`src/rtl/hz_pkg.sv`:
```
package hz_pkg;

    typedef enum logic [1:0] {
        FWD_RF  = 2'b00,
        FWD_MEM = 2'b01,
        FWD_WB  = 2'b10
    } fwd_sel_e;

    typedef enum logic {
        ST_FLOW = 1'b0,
        ST_HOLD = 1'b1
    } hz_state_e;

endpackage

```
`src/rtl/hz_src_cmp.sv`:
```
module hz_src_cmp
    import hz_pkg::*;
#(
    parameter int REG_W = 5
) (
    input  logic [REG_W-1:0] src,
    input  logic [REG_W-1:0] ex_rd,
    input  logic             ex_we,
    input  logic             ex_load,
    input  logic [REG_W-1:0] mem_rd,
    input  logic             mem_we,
    output fwd_sel_e         sel_next,
    output logic             load_hit
);

    logic live;
    logic ex_hit;
    logic mem_hit;

    always_comb begin
        live     = (src != '0);
        ex_hit   = live && ex_we && (ex_rd == src);
        mem_hit  = live && mem_we && (mem_rd == src);
        load_hit = ex_hit && ex_load;
        if (ex_hit) begin
            sel_next = FWD_MEM;
        end else if (mem_hit) begin
            sel_next = FWD_WB;
        end else begin
            sel_next = FWD_RF;
        end
    end

endmodule

```
`src/rtl/hz_ctrl_fsm.sv`:
```
module hz_ctrl_fsm
    import hz_pkg::*;
(
    input  logic clk,
    input  logic rst_n,
    input  logic load_hit,
    output logic stall
);

    hz_state_e state_q;
    hz_state_e state_d;

    always_ff @(posedge clk or negedge rst_n) begin
        if (!rst_n) begin
            state_q <= ST_FLOW;
        end else begin
            state_q <= state_d;
        end
    end

    always_comb begin
        state_d = state_q;
        stall   = 1'b0;
        unique case (state_q)
            ST_FLOW: begin
                if (load_hit) begin
                    stall   = 1'b1;
                    state_d = ST_HOLD;
                end
            end
            ST_HOLD: begin
                state_d = ST_FLOW;
            end
        endcase
    end

endmodule

```
`src/rtl/hz_fwd_regs.sv`:
```
module hz_fwd_regs
    import hz_pkg::*;
#(
    parameter int N_SRC = 2
) (
    input  logic     clk,
    input  logic     rst_n,
    input  logic     bubble,
    input  fwd_sel_e sel_next [N_SRC],
    output fwd_sel_e sel_q    [N_SRC]
);

    generate
        for (genvar g = 0; g < N_SRC; g++) begin : g_sel
            fwd_sel_e q;
            always_ff @(posedge clk or negedge rst_n) begin
                if (!rst_n) begin
                    q <= FWD_RF;
                end else if (bubble) begin
                    q <= FWD_RF;
                end else begin
                    q <= sel_next[g];
                end
            end
            assign sel_q[g] = q;
        end
    endgenerate

endmodule

```
`src/rtl/hz_interlock.sv`:
```
module hz_interlock
    import hz_pkg::*;
#(
    parameter int REG_W = 5
) (
    input  logic             clk,
    input  logic             rst_n,
    input  logic [REG_W-1:0] id_rs1,
    input  logic [REG_W-1:0] id_rs2,
    input  logic [REG_W-1:0] ex_rd,
    input  logic             ex_we,
    input  logic             ex_load,
    input  logic [REG_W-1:0] mem_rd,
    input  logic             mem_we,
    output logic             stall,
    output logic [1:0]       fwd_a,
    output logic [1:0]       fwd_b
);

    localparam int N_SRC = 2;

    logic [REG_W-1:0] srcs [N_SRC];
    fwd_sel_e         sel_next [N_SRC];
    fwd_sel_e         sel_q [N_SRC];
    logic [N_SRC-1:0] load_hits;

    assign srcs[0] = id_rs1;
    assign srcs[1] = id_rs2;

    generate
        for (genvar s = 0; s < N_SRC; s++) begin : g_src
            hz_src_cmp #(.REG_W(REG_W)) i_cmp (
                .src      (srcs[s]),
                .ex_rd    (ex_rd),
                .ex_we    (ex_we),
                .ex_load  (ex_load),
                .mem_rd   (mem_rd),
                .mem_we   (mem_we),
                .sel_next (sel_next[s]),
                .load_hit (load_hits[s])
            );
        end
    endgenerate

    hz_ctrl_fsm i_fsm (
        .clk      (clk),
        .rst_n    (rst_n),
        .load_hit (|load_hits),
        .stall    (stall)
    );

    hz_fwd_regs #(.N_SRC(N_SRC)) i_regs (
        .clk      (clk),
        .rst_n    (rst_n),
        .bubble   (stall),
        .sel_next (sel_next),
        .sel_q    (sel_q)
    );

    assign fwd_a = sel_q[0];
    assign fwd_b = sel_q[1];

endmodule

```
`config.mk`:
```
export PLATFORM = sky130hd
export DESIGN_NAME = hz_interlock
export DESIGN_NICKNAME = d
export VERILOG_FILES = /design/src/rtl/hz_pkg.sv /design/src/rtl/hz_src_cmp.sv /design/src/rtl/hz_ctrl_fsm.sv /design/src/rtl/hz_fwd_regs.sv /design/src/rtl/hz_interlock.sv
export SDC_FILE = /design/constraint.sdc
export NUM_CORES = 1
export LEC_CHECK = 0
export BUFFER_PORTS_ARGS = -buffer_cell sky130_fd_sc_hd__buf_2
export CAP_MARGIN = 10
export CORE_AREA = 8 8 45 47
export DETAILED_ROUTE_END_ITERATION = 8
export DIE_AREA = 0 0 53 55
export PLACE_DENSITY = 0.66
export SYNTH_ARGS = -nofsm -noshare
export SYNTH_HDL_FRONTEND = slang
export SYNTH_SLANG_ARGS = --single-unit
```
`constraint.sdc`:
```
create_clock -name clk -period 1.8 [get_ports clk]
set_input_delay 0.36 -clock clk [delete_from_list [all_inputs] [get_ports clk]]
set_output_delay 0.36 -clock clk [all_outputs]
set_load 0.01 [all_outputs]
```
==> flow_summary.yaml, run 1 <==
setup_path:
  slowest_delay_ns: 0.54
  endpoint_kind: "output port"
  crit_path_top_delay_cell: "or4_4"
  crit_required_ns: 1.44
  r2r_slack_ns: 0.86
  cp-endpoint: "stall"
  rr_worst_depth: 4
  path_max_fanout: 2
  crit_chain: "buf_6 -> or4_4 -> nor2_4 -> nor3_2 -> o21a_1 -> buf_2"
  cp_num_cells: 6
  path_class: "in2out"
  start_kind: "primary input"
  r2r_end: "i_fsm.state_q"
  crit_family: "simple AND/OR/NAND/NOR gates"
  r2r-start: "i_fsm.state_q"
  arrival_ns: 1.49
  path_buf_inv: 2
  startpoint: "id_rs2[4]"
global_routing:
  grt_max_degree: 6
  grt.total_usage: 0.1030
  antenna_found_initial: 0
  grt-ovfl-total: 0
  grt_first_pass_wirelength_um: 2311
  grt_pass1_vias: 629
sta:
  finalSetupViolCount: 1
  final.setup.worst_slack_ns: -0.05341
  rsz0062_at_grt: "true"
  hold_violations: 0
  fin_crit_sh: 1.030
  worst_pin_slew_ns: 0.2159
  report.final.slew_viol_count: 0
  finalClockSkew_ns: 0.001027
  slew_headroom: 0.8547
  min_period_ns: 1.853
  fmax_mhz: 539.5
synthesis:
  yosys_warnings: 0
  synth_area_per_cell_um2: 9.787
  netlist_area_um2: 440.4
  ys_ff_latch: 5
  ys_types: 13
  ys_seq_area_frac: 0.2841
  netlist_instances: 45
  synth_fp_nets: 70
die:
  start_util: 0.3183
  num_rows: 14
  die_w_um: 53
  dieArea_um2: 2915
  fp.dieH_um: 55
  coreArea_um2: 1384
  boundaryPins: 30
finish:
  area_growth_pct: 82.95
  fin_area_um2: 805.8
  fin_nets: 122
  layout.core_utilization: 0.5823
  fillers: 130
  layout-drive-gt1-share: 0.5938
  n_antenna_cell: 0
detailed_routing:
  drtIter0Drc: 4
  first_pass_iters: 4
  remaining_drc_errors: 0
  vias: 528
  routedWlPerCell_um: 12.33
  final_antenna_net_count: 0
  wl_um: 1381
  vias_per_cell: 4.714
outcome:
  violations: "negative setup slack"
  status: "finished with violations"
power:
  power_density_nw_per_um2: 458.8
  p_clk_frac: 0.340
  p_leak_nw: 0.3844
  comb_power_share: 0.349
  pwr-share-seq: 0.310
  switching_share: 0.2671
  internal_power_mw: 0.2709
  vdd_drop_max_mv: 0.1674
  switchingPower_mw: 0.09877
cts:
  clkTransAtPathRegs_ns: 0.04
  root_buffer: "clkbuf_4"
  cts_buffer_depth: 2
  htree_levels: 1
  cts_sinks: 5
  cts_tree: "yes"
  numCtsBuffers: 3
  clk_latency_ns: 0.24
placed_design:
  placed_area_um2: 695.7
  hpwl_um: 1208
  portBuffers: 29
  gp_congestion: 0.7668
hold_path:
  hold_path_depth: 3
  hp-class: "in2reg"
run:
  max_cap_violations: 0
==> cell usage after synthesis, drive strengths merged <==
cell type  number  share of area
a211oi          2          0.057
dfrtp           5           0.28
nand2           2          0.017
nand4           4          0.057
nor2            2          0.028
nor2b           1          0.014
nor3            2          0.023
nor4            2          0.028
o21a            1          0.017
or4             4          0.077
xnor2          16           0.32
xor2            4          0.080
==> flip-flops by register name, indices dropped and copies added, names as in the netlist <==
signal	cells
i_fsm.state_q	1
i_regs.g_sel.q	4
==> area by class of cell <==
cell class	count	area (um^2)	share of cell area
multi-input combinational	40	339.1	0.4208
tap	16	20.02	0.02484
clock buffer	4	26.28	0.03261
timing repair buffer	47	295.3	0.3665
sequential	5	125.1	0.1553
==> through the flow <==
step | TNS (ns) | setup WS (ns) | hold WS, ns | power, mW | cells
3_3_place_gp | -0.08394 | -0.08394 | 0.1734 | 0.2329 | 102
5_1_grt | -0.07624 | -0.07624 | 0.4237 | 0.3946 | 112
2_1_floorplan | 0 | 0.1227 | 0.06441 | 0.1665 | 45
6_report | -0.05341 | -0.05341 | 0.4074 | 0.3697 | 112
4_1_cts | -0.06546 | -0.06546 | 0.4084 | 0.3722 | 109
3_5_place_dp | -0.09422 | -0.09422 | 0.1772 | 0.2354 | 102
==> layout by cell type, fill, tap and decap left out, drive strengths merged <==
cell type / instances
nor2: 2
nor4: 2
buf: 46
a211oi: 2
nor3: 2
dlygate4sd3: 1
nand4: 4
nor2b: 1
nand2: 2
o21a: 1
clkbuf: 4
or4: 4
xnor2: 16
xor2: 4
dfrtp: 5
==> worst reg2reg max path, cell delays in order, from the launching register on <==
cell and delay [ns]:
dfrtp_1 0.36, nor2b_1 0.16, o21a_1 0.17, buf_4 0.11
buf_4 0.08
==> layer usage <==
layer  vias to the layer above  track usage  wire length (um)
met5                         -            0                 0
met4                         0      0.05172                 0
met3                         0      0.02674               141
met2                        26       0.1973               706
met1                       238      0.09954               533
li1                        264            -                 -
==> power by group through the flow <==
stage / Combinational, mW / Sequential (mW) / Clock (mW)
detailed placement: 0.119 / 0.116 / 0
floorplan: 0.0493 / 0.117 / 0
global placement: 0.117 / 0.116 / 0
global route: 0.141 / 0.115 / 0.139
CTS: 0.129 / 0.115 / 0.129
finish: 0.129 / 0.115 / 0.126
==> logic make-up after synthesis <==
logic type / Yosys count / share of synthesized area
AO/OA/AOI/OAI: 3 / 0.07386
XOR/XNOR: 20 / 0.3977
flip-flops: 5 / 0.2841
AND/OR/NAND/NOR: 17 / 0.2443
==> what timing repair did <==
item	4_1_cts	5_1_grt
setup endpoints to repair	1	1
endpoints found under the hold margin	5	0
pin swaps	7	3
hold buffers	1	0
setup buffers	2	3
gates resized for setup	7	0
==> how the worst min path moves through the flow <==
stage	endpoint	start	slack (ns)
after floorplan	i_fsm.state_q	rst_n	0.06
after global placement	i_fsm.state_q	rst_n	0.17
after detailed placement	i_regs.g_sel[1].q[1]	rst_n	0.18
after CTS	i_regs.g_sel[1].q[0]	ex_we	0.41
after global routing	i_regs.g_sel[1].q[0]	ex_we	0.42
final	i_regs.g_sel[1].q[0]	ex_we	0.41
Power figures use the tool's default switching activity.
==> inputs of run 2 (changes only) <==
--- a/config.mk
+++ b/config.mk
@@ -5,12 +5,13 @@
 export SDC_FILE = /design/constraint.sdc
 export NUM_CORES = 1
 export LEC_CHECK = 0
+export ABC_AREA = 1
 export BUFFER_PORTS_ARGS = -buffer_cell sky130_fd_sc_hd__buf_2
 export CAP_MARGIN = 10
-export CORE_AREA = 8 8 45 47
+export CORE_MARGIN = 8
+export CORE_UTILIZATION = 43
 export DETAILED_ROUTE_END_ITERATION = 8
-export DIE_AREA = 0 0 53 55
-export PLACE_DENSITY = 0.66
+export PLACE_DENSITY = 0.76
 export SYNTH_ARGS = -nofsm -noshare
 export SYNTH_HDL_FRONTEND = slang
 export SYNTH_SLANG_ARGS = --single-unit
==> flow_summary.yaml, run 2 <==
placed_design:
  gp_congestion: 0.9078
  hpwl_um: 1455
  pre_cts_ws_ns: 0.1665
  portBuffers: 29
sta:
  finalClockSkew_ns: 0.0004861
  hold_violations: 0
  rsz0062_at_grt: "false"
  final.setup.worst_slack_ns: 0.1695
  worst_pin_slew_ns: 0.2795
  min_period_ns: 1.631
  fmax_mhz: 613.3
  finalSetupTns_ns: 0
  slew_headroom: 0.8130
  report.final.slew_viol_count: 0
  finalSetupViolCount: 0
  fin_crit_sh: 0.9059
finish:
  area_growth_pct: 34.19
  n_antenna_cell: 0
  layout-drive-gt1-share: 0.2517
  top_regs: "i_regs.g_sel.q x4, i_fsm.state_q x1"
  mostFrequentLayoutCell: "nand2_1"
  largest-register: "i_regs.g_sel.q"
  fillers: 134
  regArea_um2: 125.1
  largest_reg_flops: 4
  final_cell_mix: "46 x nand2_1, 29 x buf_2, 25 x inv_1"
  fin_nets: 177
  multi_input_area_um2: 366.6
global_routing:
  grt_pass1_vias: 729
  grt_max_degree: 6
  antenna_found_initial: 0
  grt_first_pass_wirelength_um: 2628
  grt-ovfl-total: 0
  grt.total_usage: 0.1184
setup_path:
  crit_required_ns: 1.44
  endpoint_kind: "output port"
  start_kind: "primary input"
  arrival_ns: 1.27
  path_max_fanout: 4
  path_class: "in2out"
synthesis:
  synth_area_per_cell_um2: 5.005
  ys_types: 10
  ys_seq_area_frac: 0.2137
  ys_ff_latch: 5
  netlist_area_um2: 585.6
  yosysMostFrequentCell: "nand2_1"
  synth.area.top_cells: "nand2_1 29%, dfrtp_1 21%, inv_1 16%"
  synth_edf_count: 0
  synth-simple-area-share: 0.4872
  synth_fa_ha_area_frac: 0
  ys.flop_type: "dfrtp_1"
  synth_top_area_cell: "nand2_1"
  synth.area.mux_share: 0
  netlist_instances: 117
  synth_top_family_by_area: "simple AND/OR/NAND/NOR gates"
  synth_compound_area_frac: 0.1389
  ys_top_cells_by_count: "46 x nand2_1, 25 x inv_1, 19 x nor2_1"
  synth_fp_nets: 142
  synth_xor_area_frac: 0
  synth-async-reset-ratio: 1.000
  yosys_warnings: 0
  synth_top_area_frac: 0.2949
run:
  max_cap_violations: 0
cts:
  cts_tree: "yes"
  clk_latency_ns: 0.24
  cts_sinks: 5
  cts_buffer_depth: 2
  root_buffer: "clkbuf_4"
  htree_levels: 1
  numCtsBuffers: 3
  cts_resized: 0
  clkTransAtPathRegs_ns: 0.04
detailed_routing:
  remaining_drc_errors: 0
  wl_um: 1596
  vias_per_cell: 4.524
  vias: 751
  final_antenna_net_count: 0
  routedWlPerCell_um: 9.614
  first_pass_iters: 4
  drtIter0Drc: 12
die:
  num_rows: 13
  dieArea_um2: 2798
  coreArea_um2: 1285
  boundaryPins: 30
  fp.dieH_um: 52.90
  start_util: 0.4557
  die_w_um: 52.90
outcome:
  status: "finished clean"
hold_path:
  hp-class: "in2async"
power:
  power_density_nw_per_um2: 458.8
  p_leak_nw: 0.5180
  vdd_drop_max_mv: 0.1670
[run 2: cell count changes after synthesis, moves of 3 or more]
cell	before	now
a21oi_1	0	4
inv_1	0	25
nand2_1	2	46
nand2_2	0	3
nand4_1	4	0
nor2_1	0	19
o21ai_0	0	10
or4_1	3	0
xnor2_1	16	0
xor2_1	4	0
[run 2: worst paths after layout]
check                      cells after the start                    to           from  slack [ns]
min reg2reg                                    2  i_regs.g_sel[0].q[0]  i_fsm.state_q        0.54
max                                            9                 stall      id_rs1[4]        0.17
max in group asynchronous                      2  i_regs.g_sel[1].q[0]          rst_n        1.21
max reg2reg                                    2         i_fsm.state_q  i_fsm.state_q        0.90
min                                            2  i_regs.g_sel[1].q[1]          rst_n        0.47
min in group clk                               4  i_regs.g_sel[0].q[0]        ex_load        0.47
[run 2: timing repair]
item                       in CTS  in global routing
hold endpoints to repair        5                  0
setup endpoints to repair       0                  0
hold buffers                    1                  0
buffers inserted                0                  0
[run 2: kinds of logic after synthesis]
group / after synthesis
buf+inv: 25
simple gates: 72
compound gates: 15
flops: 5
[run 2: stage by stage]
step                      hold WS, ns  utilization  instances  total power [mW]  cell area (um^2)
final                          0.4665       0.6115        166            0.3605             785.8
after global routing           0.4922       0.6115        166            0.3923             785.8
after CTS                      0.4617       0.6115        166            0.3641             785.8
after detailed placement       0.1804       0.5833        161            0.2320             749.5
after global placement         0.1728       0.5833        161            0.2302             749.5
after floorplan               0.06441            -        117            0.1802             585.6
[run 2: per-layer routing]
metal / wire length (um) / up-vias / part of all wire / GRT usage
met3: 91 / 2 / 0.057 / 0.01961
met1: 632 / 312 / 0.40 / 0.1202
met5: 0 / - / 0 / 0
li1: - / 413 / - / -
met4: 10 / 0 / 0.0063 / 0.05172
met2: 860 / 24 / 0.54 / 0.2266
[run 2: final cells by class]
| class | instances | area share |
|---|---|---|
| clock buffers | 4 | 0.03344 |
| inverters | 25 | 0.1194 |
| well taps | 15 | 0.02389 |
| flip-flops and latches | 5 | 0.1592 |
| repair buffers | 30 | 0.1975 |
| multi-input cells | 87 | 0.4666 |
[run 2: critical path: stages]
cell,delay [ns]
buf_2,0.11
inv_1,0.08
nand2_1,0.05
nand2_1,0.06
nand2_1,0.06
nor2_1,0.14
nand2_2,0.10
a21boi_2,0.16
buf_2,0.15
[run 2: power by group]
part,internal [mW],switching (mW),leakage [nW]
registers,0.114,0.000431,0.0695
clock network,0.0838,0.0454,0.0150
logic,0.0486,0.0677,0.433
